$ cat config.mk
export PLATFORM = sky130hd
export DESIGN_NAME = xover_ctrl
export DESIGN_NICKNAME = d
export VERILOG_FILES = /design/src/rtl/xover_pkg.sv /design/src/rtl/xover_slot_timer.sv /design/src/rtl/xover_cfg_regs.sv /design/src/rtl/xover_fsm.sv /design/src/rtl/xover_ctrl.sv
export SDC_FILE = /design/constraint.sdc
export NUM_CORES = 1
export LEC_CHECK = 0
export BUFFER_PORTS_ARGS = -buffer_cell sky130_fd_sc_hd__buf_4
export CAP_MARGIN = 30
export CORE_MARGIN = 2
export CORE_UTILIZATION = 60
export CTS_BUF_LIST = sky130_fd_sc_hd__clkbuf_16
export DETAILED_ROUTE_END_ITERATION = 8
export PLACE_DENSITY = 0.82
export SLEW_MARGIN = 20
export SYNTH_ARGS = -nofsm -noshare
export SYNTH_HDL_FRONTEND = slang
export SYNTH_SLANG_ARGS = --single-unit
$ cat constraint.sdc
create_clock -name clk -period 8.7 [get_ports clk]
set_input_delay 0.435 -clock clk [delete_from_list [all_inputs] [get_ports clk]]
set_output_delay 0.435 -clock clk [all_outputs]
set_load 0.005 [all_outputs]
$ cat src/rtl/xover_pkg.sv
package xover_pkg;
    typedef enum logic [1:0] {
        ST_MANUAL = 2'd0,
        ST_HUNT   = 2'd1,
        ST_LOCKED = 2'd2
    } xo_state_e;

    localparam int unsigned FLD_AUTO     = 0;
    localparam int unsigned FLD_MANUAL   = 1;
    localparam int unsigned FLD_PAIR     = 2;
    localparam int unsigned FLD_DONE     = 3;
    localparam int unsigned FLD_CODE_LSB = 4;
endpackage

$ cat src/rtl/xover_slot_timer.sv
module xover_slot_timer #(
    parameter int unsigned CODE_W = 4,
    parameter int unsigned BASE   = 80,
    parameter int unsigned SPAN   = 25
) (
    input  logic              clk,
    input  logic              rst,
    input  logic              clr,
    input  logic              tick,
    input  logic [CODE_W-1:0] code,
    output logic              expire
);
    localparam int unsigned STEPS   = (1 << CODE_W) - 1;
    localparam int unsigned MAX_LEN = BASE + SPAN;
    localparam int unsigned CNT_W   = $clog2(MAX_LEN + 1);

    logic [CNT_W-1:0] cnt_q;
    logic [CNT_W-1:0] last_q;
    int unsigned      len_calc;

    // Slot length: linear interpolation from BASE to BASE+SPAN, rounded half up.
    always_comb begin
        len_calc = BASE + (SPAN * int'(code) + STEPS / 2) / STEPS;
        last_q   = CNT_W'(len_calc - 1);
    end

    assign expire = tick && (cnt_q == last_q);

    always_ff @(posedge clk) begin
        if (rst || clr) begin
            cnt_q <= '0;
        end else if (tick) begin
            if (cnt_q == last_q) begin
                cnt_q <= '0;
            end else begin
                cnt_q <= cnt_q + 1'b1;
            end
        end
    end
endmodule

$ cat src/rtl/xover_cfg_regs.sv
module xover_cfg_regs
    import xover_pkg::*;
#(
    parameter int unsigned REG_W  = 16,
    parameter int unsigned CODE_W = 4
) (
    input  logic              clk,
    input  logic              rst,
    input  logic              wr_en,
    input  logic [REG_W-1:0]  wr_data,
    input  logic              pair_x,
    input  logic              done,
    output logic              auto_q,
    output logic              auto_nxt,
    output logic              manual_q,
    output logic [CODE_W-1:0] code_q,
    output logic [REG_W-1:0]  rd_data
);
    localparam int unsigned CODE_MSB = FLD_CODE_LSB + CODE_W - 1;

    always_ff @(posedge clk) begin
        if (rst) begin
            auto_q   <= 1'b0;
            manual_q <= 1'b0;
            code_q   <= '0;
        end else if (wr_en) begin
            auto_q   <= wr_data[FLD_AUTO];
            manual_q <= wr_data[FLD_MANUAL];
            code_q   <= wr_data[CODE_MSB:FLD_CODE_LSB];
        end
    end

    // Mode that takes effect at this edge, seen by the state machine.
    assign auto_nxt = wr_en ? wr_data[FLD_AUTO] : auto_q;

    always_comb begin
        rd_data                         = '0;
        rd_data[FLD_AUTO]               = auto_q;
        rd_data[FLD_MANUAL]             = manual_q;
        rd_data[FLD_PAIR]               = pair_x;
        rd_data[FLD_DONE]               = done;
        rd_data[CODE_MSB:FLD_CODE_LSB]  = code_q;
    end
endmodule

$ cat src/rtl/xover_fsm.sv
module xover_fsm
    import xover_pkg::*;
(
    input  logic      clk,
    input  logic      rst,
    input  logic      restart,
    input  logic      auto_nxt,
    input  logic      manual_q,
    input  logic      link_ok,
    input  logic      expire,
    output xo_state_e st_q,
    output logic      pair_x,
    output logic      done,
    output logic      tmr_clr
);
    xo_state_e st_d;

    always_comb begin
        st_d = st_q;
        if (restart) begin
            st_d = auto_nxt ? ST_HUNT : ST_MANUAL;
        end else begin
            unique case (st_q)
                ST_MANUAL: st_d = ST_MANUAL;
                ST_HUNT:   if (expire && link_ok) st_d = ST_LOCKED;
                ST_LOCKED: if (!link_ok) st_d = ST_HUNT;
                default:   st_d = ST_MANUAL;
            endcase
        end
    end

    always_ff @(posedge clk) begin
        if (rst) begin
            st_q <= ST_MANUAL;
        end else begin
            st_q <= st_d;
        end
    end

    always_ff @(posedge clk) begin
        if (rst) begin
            pair_x <= 1'b0;
        end else begin
            unique case (st_q)
                ST_MANUAL: pair_x <= manual_q;
                ST_HUNT:   if (!restart && expire && !link_ok) pair_x <= ~pair_x;
                ST_LOCKED: pair_x <= pair_x;
                default:   pair_x <= 1'b0;
            endcase
        end
    end

    assign done    = (st_q == ST_LOCKED);
    assign tmr_clr = restart || (st_q != ST_HUNT);
endmodule

$ cat src/rtl/xover_ctrl.sv
module xover_ctrl
    import xover_pkg::*;
#(
    parameter int unsigned REG_W      = 16,
    parameter int unsigned CODE_W     = 4,
    parameter int unsigned BASE_TICKS = 80,
    parameter int unsigned SPAN_TICKS = 25
) (
    input  logic             clk,
    input  logic             rst,
    input  logic             tick_ms,
    input  logic             link_ok,
    input  logic             wr_en,
    input  logic [REG_W-1:0] wr_data,
    output logic [REG_W-1:0] rd_data,
    output logic             pair_x
);
    logic              auto_q;
    logic              auto_nxt;
    logic              manual_q;
    logic [CODE_W-1:0] code_q;
    logic              done;
    logic              tmr_clr;
    logic              expire;
    xo_state_e         st_q;

    xover_cfg_regs #(.REG_W(REG_W), .CODE_W(CODE_W)) i_regs (
        .clk      (clk),
        .rst      (rst),
        .wr_en    (wr_en),
        .wr_data  (wr_data),
        .pair_x   (pair_x),
        .done     (done),
        .auto_q   (auto_q),
        .auto_nxt (auto_nxt),
        .manual_q (manual_q),
        .code_q   (code_q),
        .rd_data  (rd_data)
    );

    xover_slot_timer #(.CODE_W(CODE_W), .BASE(BASE_TICKS), .SPAN(SPAN_TICKS)) i_timer (
        .clk    (clk),
        .rst    (rst),
        .clr    (tmr_clr),
        .tick   (tick_ms),
        .code   (code_q),
        .expire (expire)
    );

    xover_fsm i_fsm (
        .clk      (clk),
        .rst      (rst),
        .restart  (wr_en),
        .auto_nxt (auto_nxt),
        .manual_q (manual_q),
        .link_ok  (link_ok),
        .expire   (expire),
        .st_q     (st_q),
        .pair_x   (pair_x),
        .done     (done),
        .tmr_clr  (tmr_clr)
    );
endmodule

# ---- Yosys cells after proc, flatten, opt, wreduce, memory -nomap -nowiden
# Index checks and enable logic that the tools add are counted.
dict set report op_classes {
  div_mod_pow 1
  n_mux 9
  bitwise_logic 2
  n_eq_ne 7
  reduce_logical 11
  addsub 4
  mul 1
}
# cell n
set ops {}
lappend ops {{32-bit by 4-bit divider with 32-bit output (second input constant)} 1}
lappend ops {{9-bit by 3-bit adder with 10-bit output (second input constant)} 1}
lappend ops {{5-bit by 4-bit multiplier with 9-bit output (first input constant)} 1}
lappend ops {{7-bit by 1-bit adder with 7-bit output (second input constant)} 1}
lappend ops {{7-bit adder (first input constant)} 1}
lappend ops {{7-bit equality test} 1}
lappend ops {{7-bit 2-to-1 mux} 1}
lappend ops {{7-bit by 1-bit subtractor with 7-bit output (second input constant)} 1}
lappend ops {{2-bit 2-to-1 mux} 3}
lappend ops {{1-bit logical AND} 4}
lappend ops {{2-bit by 1-bit != test with 1-bit output (second input constant)} 2}
lappend ops {{2-bit case mux with 2 select lines} 1}
lappend ops {{2-bit AND reduction} 2}
lappend ops {{1-bit 2-to-1 mux} 3}
lappend ops {{3-bit by 2-bit != test with 1-bit output (second input constant)} 1}
lappend ops {{3-bit != test (second input constant)} 1}
lappend ops {{1-bit case mux with 3 select lines} 1}
lappend ops {{2-bit by 1-bit equality test with 1-bit output (second input constant)} 1}
lappend ops {{2-bit equality test (second input constant)} 1}
lappend ops {{1-bit logical NOT} 2}
lappend ops {{2-bit logical NOT} 1}
lappend ops {{1-bit logical OR} 2}
lappend ops {{1-bit inverter} 2}
dict set report word_totals {
  out_inout_bits 17
  wordCells 41
  register_bits 16
  input_bits 21
}

# ---- Depth between registers and ports, before layout
dict set report logic_depth {
  ltp_word 11
  ltp_mapped 40
  ltp_nobuf 38
}

# ---- Modules after synthesis
# Synthesis repeated with hierarchy kept, for this count alone.
dict set report unflattened {
  hier_cells 307
  hier_area_um2 2549.9
}
# module n_inst area_each_um2 cells_per_inst
set modules_own_cells {}
lappend modules_own_cells {xover_slot_timer 1 2028.2 251}
lappend modules_own_cells {xover_cfg_regs 1 352.8 36}
lappend modules_own_cells {xover_fsm 1 168.9 20}

# ---- Worst setup path before layout
# Ideal clock, no wire load.
dict set report synth_timing {
  kind {flip-flop to flip-flop}
  start {register i_regs.code_q[2]}
  end {register i_timer.cnt_q[0]}
  setup_time_ns 0.138
  path_buffers 2
  path_stages_with_launch 39
  t_arrival_ns 7.444
  slack_ns 1.118
  synth_period_minus_slack_ns 7.582
  path_cell_list {dfxtp_1 inv_1 ha_1 inv_1 ha_1 ha_1 buf_2 nand4_1 o221a_4 or3_1 buf_6 o21ai_2 inv_1 ha_1 inv_1 nor2_1 nand3_1 a211oi_1 [3 not listed] a21oi_1 o21a_1 ha_1 o21ai_0 a211oi_1 a221o_2 o211ai_1 o32ai_2 ha_1 nand2_1 or3_1 and4_1 a211oi_2 nand3_1 nor4_2 nor4b_4 nor2_2 a211oi_1}
}
dict set report synth_between {
  elab_chain_len 7
}
# element line
set synth_rtl {}
lappend synth_rtl {{start: declaration} xover_cfg_regs.sv:16} ;# output logic [CODE_W-1:0] code_q,
lappend synth_rtl {{start signal: assignment} xover_cfg_regs.sv:29} ;# code_q <= wr_data[CODE_MSB:FLD_CODE_LSB];
lappend synth_rtl {{5-bit by 4-bit multiplier with 9-bit output} xover_slot_timer.sv:23} ;# len_calc = BASE + (SPAN * int'(code) + STEPS / 2) / STEPS;
lappend synth_rtl {{9-bit by 3-bit adder with 10-bit output} xover_slot_timer.sv:23}
lappend synth_rtl {{32-bit by 4-bit divider with 32-bit output} xover_slot_timer.sv:23}
lappend synth_rtl {{7-bit adder} xover_slot_timer.sv:23}
lappend synth_rtl {{7-bit by 1-bit subtractor with 7-bit output} xover_slot_timer.sv:24} ;# last_q = CNT_W'(len_calc - 1);
lappend synth_rtl {{7-bit equality test} xover_slot_timer.sv:33} ;# if (cnt_q == last_q) begin
lappend synth_rtl {{7-bit 2-to-1 mux} xover_slot_timer.sv:33}
lappend synth_rtl {{end signal: assignment} xover_slot_timer.sv:36} ;# cnt_q <= cnt_q + 1'b1;
lappend synth_rtl {{end: declaration} xover_slot_timer.sv:17} ;# logic [CNT_W-1:0] cnt_q;
# No other way between the ends.
# A chain may end at the register's enable or synchronous reset.

# ---- Worst setup path in the final report
dict set report layout_timing {
  start {register i_regs.code_q[2]}
  end {register i_timer.cnt_q[5]}
}
# Same word-level chain as after synthesis.

==> flow_summary.toml <==
[synth]
yosysWarnings = 0
yosys.area_share.adder_pct = 9.34
synth-edff-count = 0
synth_top_family_by_area = "compound AO/OA/AOI/OAI gates"
async_reset_ff_share_pct = 0
ys.flop_type = "dfxtp_1"
netlist-cell-type-count = 88
netlist_area_um2 = 2890
synth_xor_area_share_pct = 6.57
syn_inst = 366
synth_compound_area_share_pct = 36.9
synth.area.mux_share_pct = 3.50
ys_seq_area_share_pct = 11.1
synth_seq_cells = 16
syn_avg_cell_area_um2 = 7.91
synth_simple_gate_area_share_pct = 25.0

[sta]
fin_tns_setup_ns = 0
setup_viol = 0
hold_viol = 0
tightest_slew_ns = 0.666
period_share_pct = 94.6
fin_crit_ns = 8.23
skew_ns = 0.00201
maxSlewHeadroom_pct = 55.3
fmax_mhz = 122
final-max-slew-violation-count = 0
rsz0062_at_grt = "false"

[floorplan]
core_area_um2 = 4690
rows = 25
io_pins = 38
die_area_um2 = 5390
die_w_um = 73.5
initial_core_util_pct = 61.7
die_h_um = 73.5

[route]
dr.pass1.iters = 5
detail-route-antenna-nets = 0
wl_per_cell_um = 17.6
drc_errors = 0
first_iter_violations = 433
via_count = 3044
routed_wl_um = 7720
viasPerCell = 6.93

[placed_design]
place_inst = 432
gp_congestion = 0.902
port_buffers = 19
dp.final_hpwl_um = 5630

[cts]
cts.reportedPaths.clkPinSlew_ns = 0.05
cts_tree = "yes"
cts_hold_buf = 0
clock_path_buffers = 2
root_buffer = "clkbuf_16"
insertion_delay_ns = 0.25
cts_max_level = 1
cts_buffers = 3
clock-sinks = 16

[cells_and_area]
fill_cells = 361
syn2layout_area_growth_pct = 10.3
nets = 428
num_antenna_cells = 0
stdcell_count = 439
drive_above_1_share_pct = 20.0

[pwr]
internal-power_uw = 272
p_leak_nw = 1.28
p_seq_share_pct = 15.9
p_sw_uw = 227
clockPowerShare_pct = 18.0
ir_drop_v = 0.000126
powerDensity_nw_per_um2 = 156
netSwitchingFraction_pct = 45.5
finalPower_uw = 498
power_frac_comb_pct = 66.1

[global_routing]
grt_pass1_wl_um = 12400
grt_pass1_vias = 2718
antenna_found_initial = 0
grt_usage_pct = 28.0
overflow = 0
grt_max_degree = 16

[worst_hold_path]
hp-start = "wr_data[5]"
hold_depth = 3
hp-class = "in -> reg"
min_to = "i_regs.code_q[1]"

[setup_path]
worstReg2RegStart = "i_regs.code_q[2]"
worstPathMaxFanout = 9
cp_slowest_stage_delay_ns = 0.58
cp.arrival_ns = 8.38
r2r.worst_path.cells = 37
crit_slowest_cell = "or4_1"
timing.rr.end = "i_timer.cnt_q[5]"
ff2ff_setup_slack_ns = 0.47
crit_required_ns = 8.85
crit_type = "reg -> reg"
cp_common_cell = "ha_1"
critPathLaunchType = "register"
worst-path-stages = 37
end_kind = "register"
worst-path-buf-inv = 5
cp_top_family = "compound AO/OA/AOI/OAI gates"

[outcome]
status = "completed"

[flow_run]
max_cap_violations = 0
## cell families (layout without fill, tap and decap cells)
logic type / count (synthesis) / in the layout
flip-flops: 16 / 16
multiplexers: 10 / 10
AO/OA/AOI/OAI: 128 / 128
adder cells (fa/ha/maj): 21 / 21
AND/OR/NAND/NOR: 131 / 131
other: 1 / 8
buffers and inverters: 39 / 51
XOR/XNOR: 20 / 20
## routing by layer
| metal | GRT usage, % | part of all wire, % | routed length, um |
|---|---|---|---|
| met5 | 0 | 0 | 0 |
| met2 | 43.9 | 46 | 3570 |
| met1 | 39.4 | 44 | 3430 |
| met3 | 2.61 | 6.8 | 528 |
| met4 | 11.1 | 2.5 | 192 |
## through the flow
step	worst slack, ns	util (%)	instance area (um^2)	hold WS, ns
3_5_place_dp	0.351	65.2	3060	0.466
6_report	0.472	68.0	3190	0.428
4_1_cts	0.305	66.9	3140	0.429
2_1_floorplan	1.12	-	2920	0.451
5_1_grt	0.000744	68.0	3190	0.437
3_3_place_gp	0.495	65.2	3060	0.458
## power groups by stage
stage	registers (mW)	clock network, mW	logic (mW)
detailed placement	0.0805	0	0.307
global placement	0.0805	0	0.302
floorplan	0.0798	0	0.243
CTS	0.0792	0.0894	0.309
finish	0.0793	0.0896	0.330
global route	0.0797	0.0926	0.356
## sequential cells by signal, summed over array words and instances (netlist names)
name	cells
i_fsm.pair_x	1
i_fsm.st_q	2
i_regs.auto_q	1
i_regs.code_q	4
i_regs.manual_q	1
i_timer.cnt_q	7
## Yosys cell counts, drive strengths merged, types with 6 or more instances
cell type / number / area (um^2)
a21oi: 14 / 73.8
a211oi: 19 / 168
clkbuf: 6 / 23.8
a31oi: 7 / 65.1
o31ai: 8 / 78.8
inv: 11 / 41.3
nand2: 29 / 109
ha: 20 / 250
nand2b: 11 / 68.8
nand3: 12 / 60.1
nor2: 31 / 121
dfxtp: 16 / 320
o211ai: 11 / 87.6
mux2i: 9 / 90.1
buf: 21 / 146
nor3: 14 / 106
xor2: 6 / 52.6
o21ai: 15 / 82.6
xnor2: 13 / 114
## how the worst max path moves through the flow
stage	from	endpoint
2_1_floorplan	i_regs.code_q[2]	i_timer.cnt_q[0]
3_3_place_gp	i_regs.code_q[2]	i_timer.cnt_q[6]
3_5_place_dp	i_regs.code_q[2]	i_timer.cnt_q[5]
4_1_cts	i_regs.code_q[2]	i_timer.cnt_q[5]
5_1_grt	i_regs.code_q[0]	i_timer.cnt_q[5]
6_report	i_regs.code_q[2]	i_timer.cnt_q[5]
## cell usage in the layout, fill, tap and decap left out, types with 13 or more instances in the layout
cell type,Yosys,final
nand2_1,29,29
ha_1,20,18
buf_4,12,35
nor2_1,29,29
xnor2_1,13,13
a21oi_1,13,13
a211oi_1,14,14
dfxtp_1,16,15
## what timing repair did
item	in CTS	in global routing
setup buffers	0	3
gates resized for setup	0	8
endpoints found under the setup margin	0	10
## worst register-to-register path, delay by kind of cell, from the launching register on
family / cells / cell delay, ns
AOI/OAI and AO/OA: 15 / 2.90
and+or+nand+nor: 10 / 2.26
adders and majority gates: 6 / 1.79
buffers and inverters: 5 / 0.59
DFF: 1 / 0.38
xor gates and xnor gates: 1 / 0.21
## final cells by class
cell class	count	area, um^2	share of cell area [%]
Clock buffer	3	75.1	2.35
Multi-Input combinational cell	318	2420	75.7
Tap cell	54	67.6	2.12
Sequential cell	16	322	10.1
Inverter	12	45.0	1.41
Clock inverter	1	3.75	0.118
Timing Repair Buffer	35	263	8.23
Power figures use the tool's default switching activity.
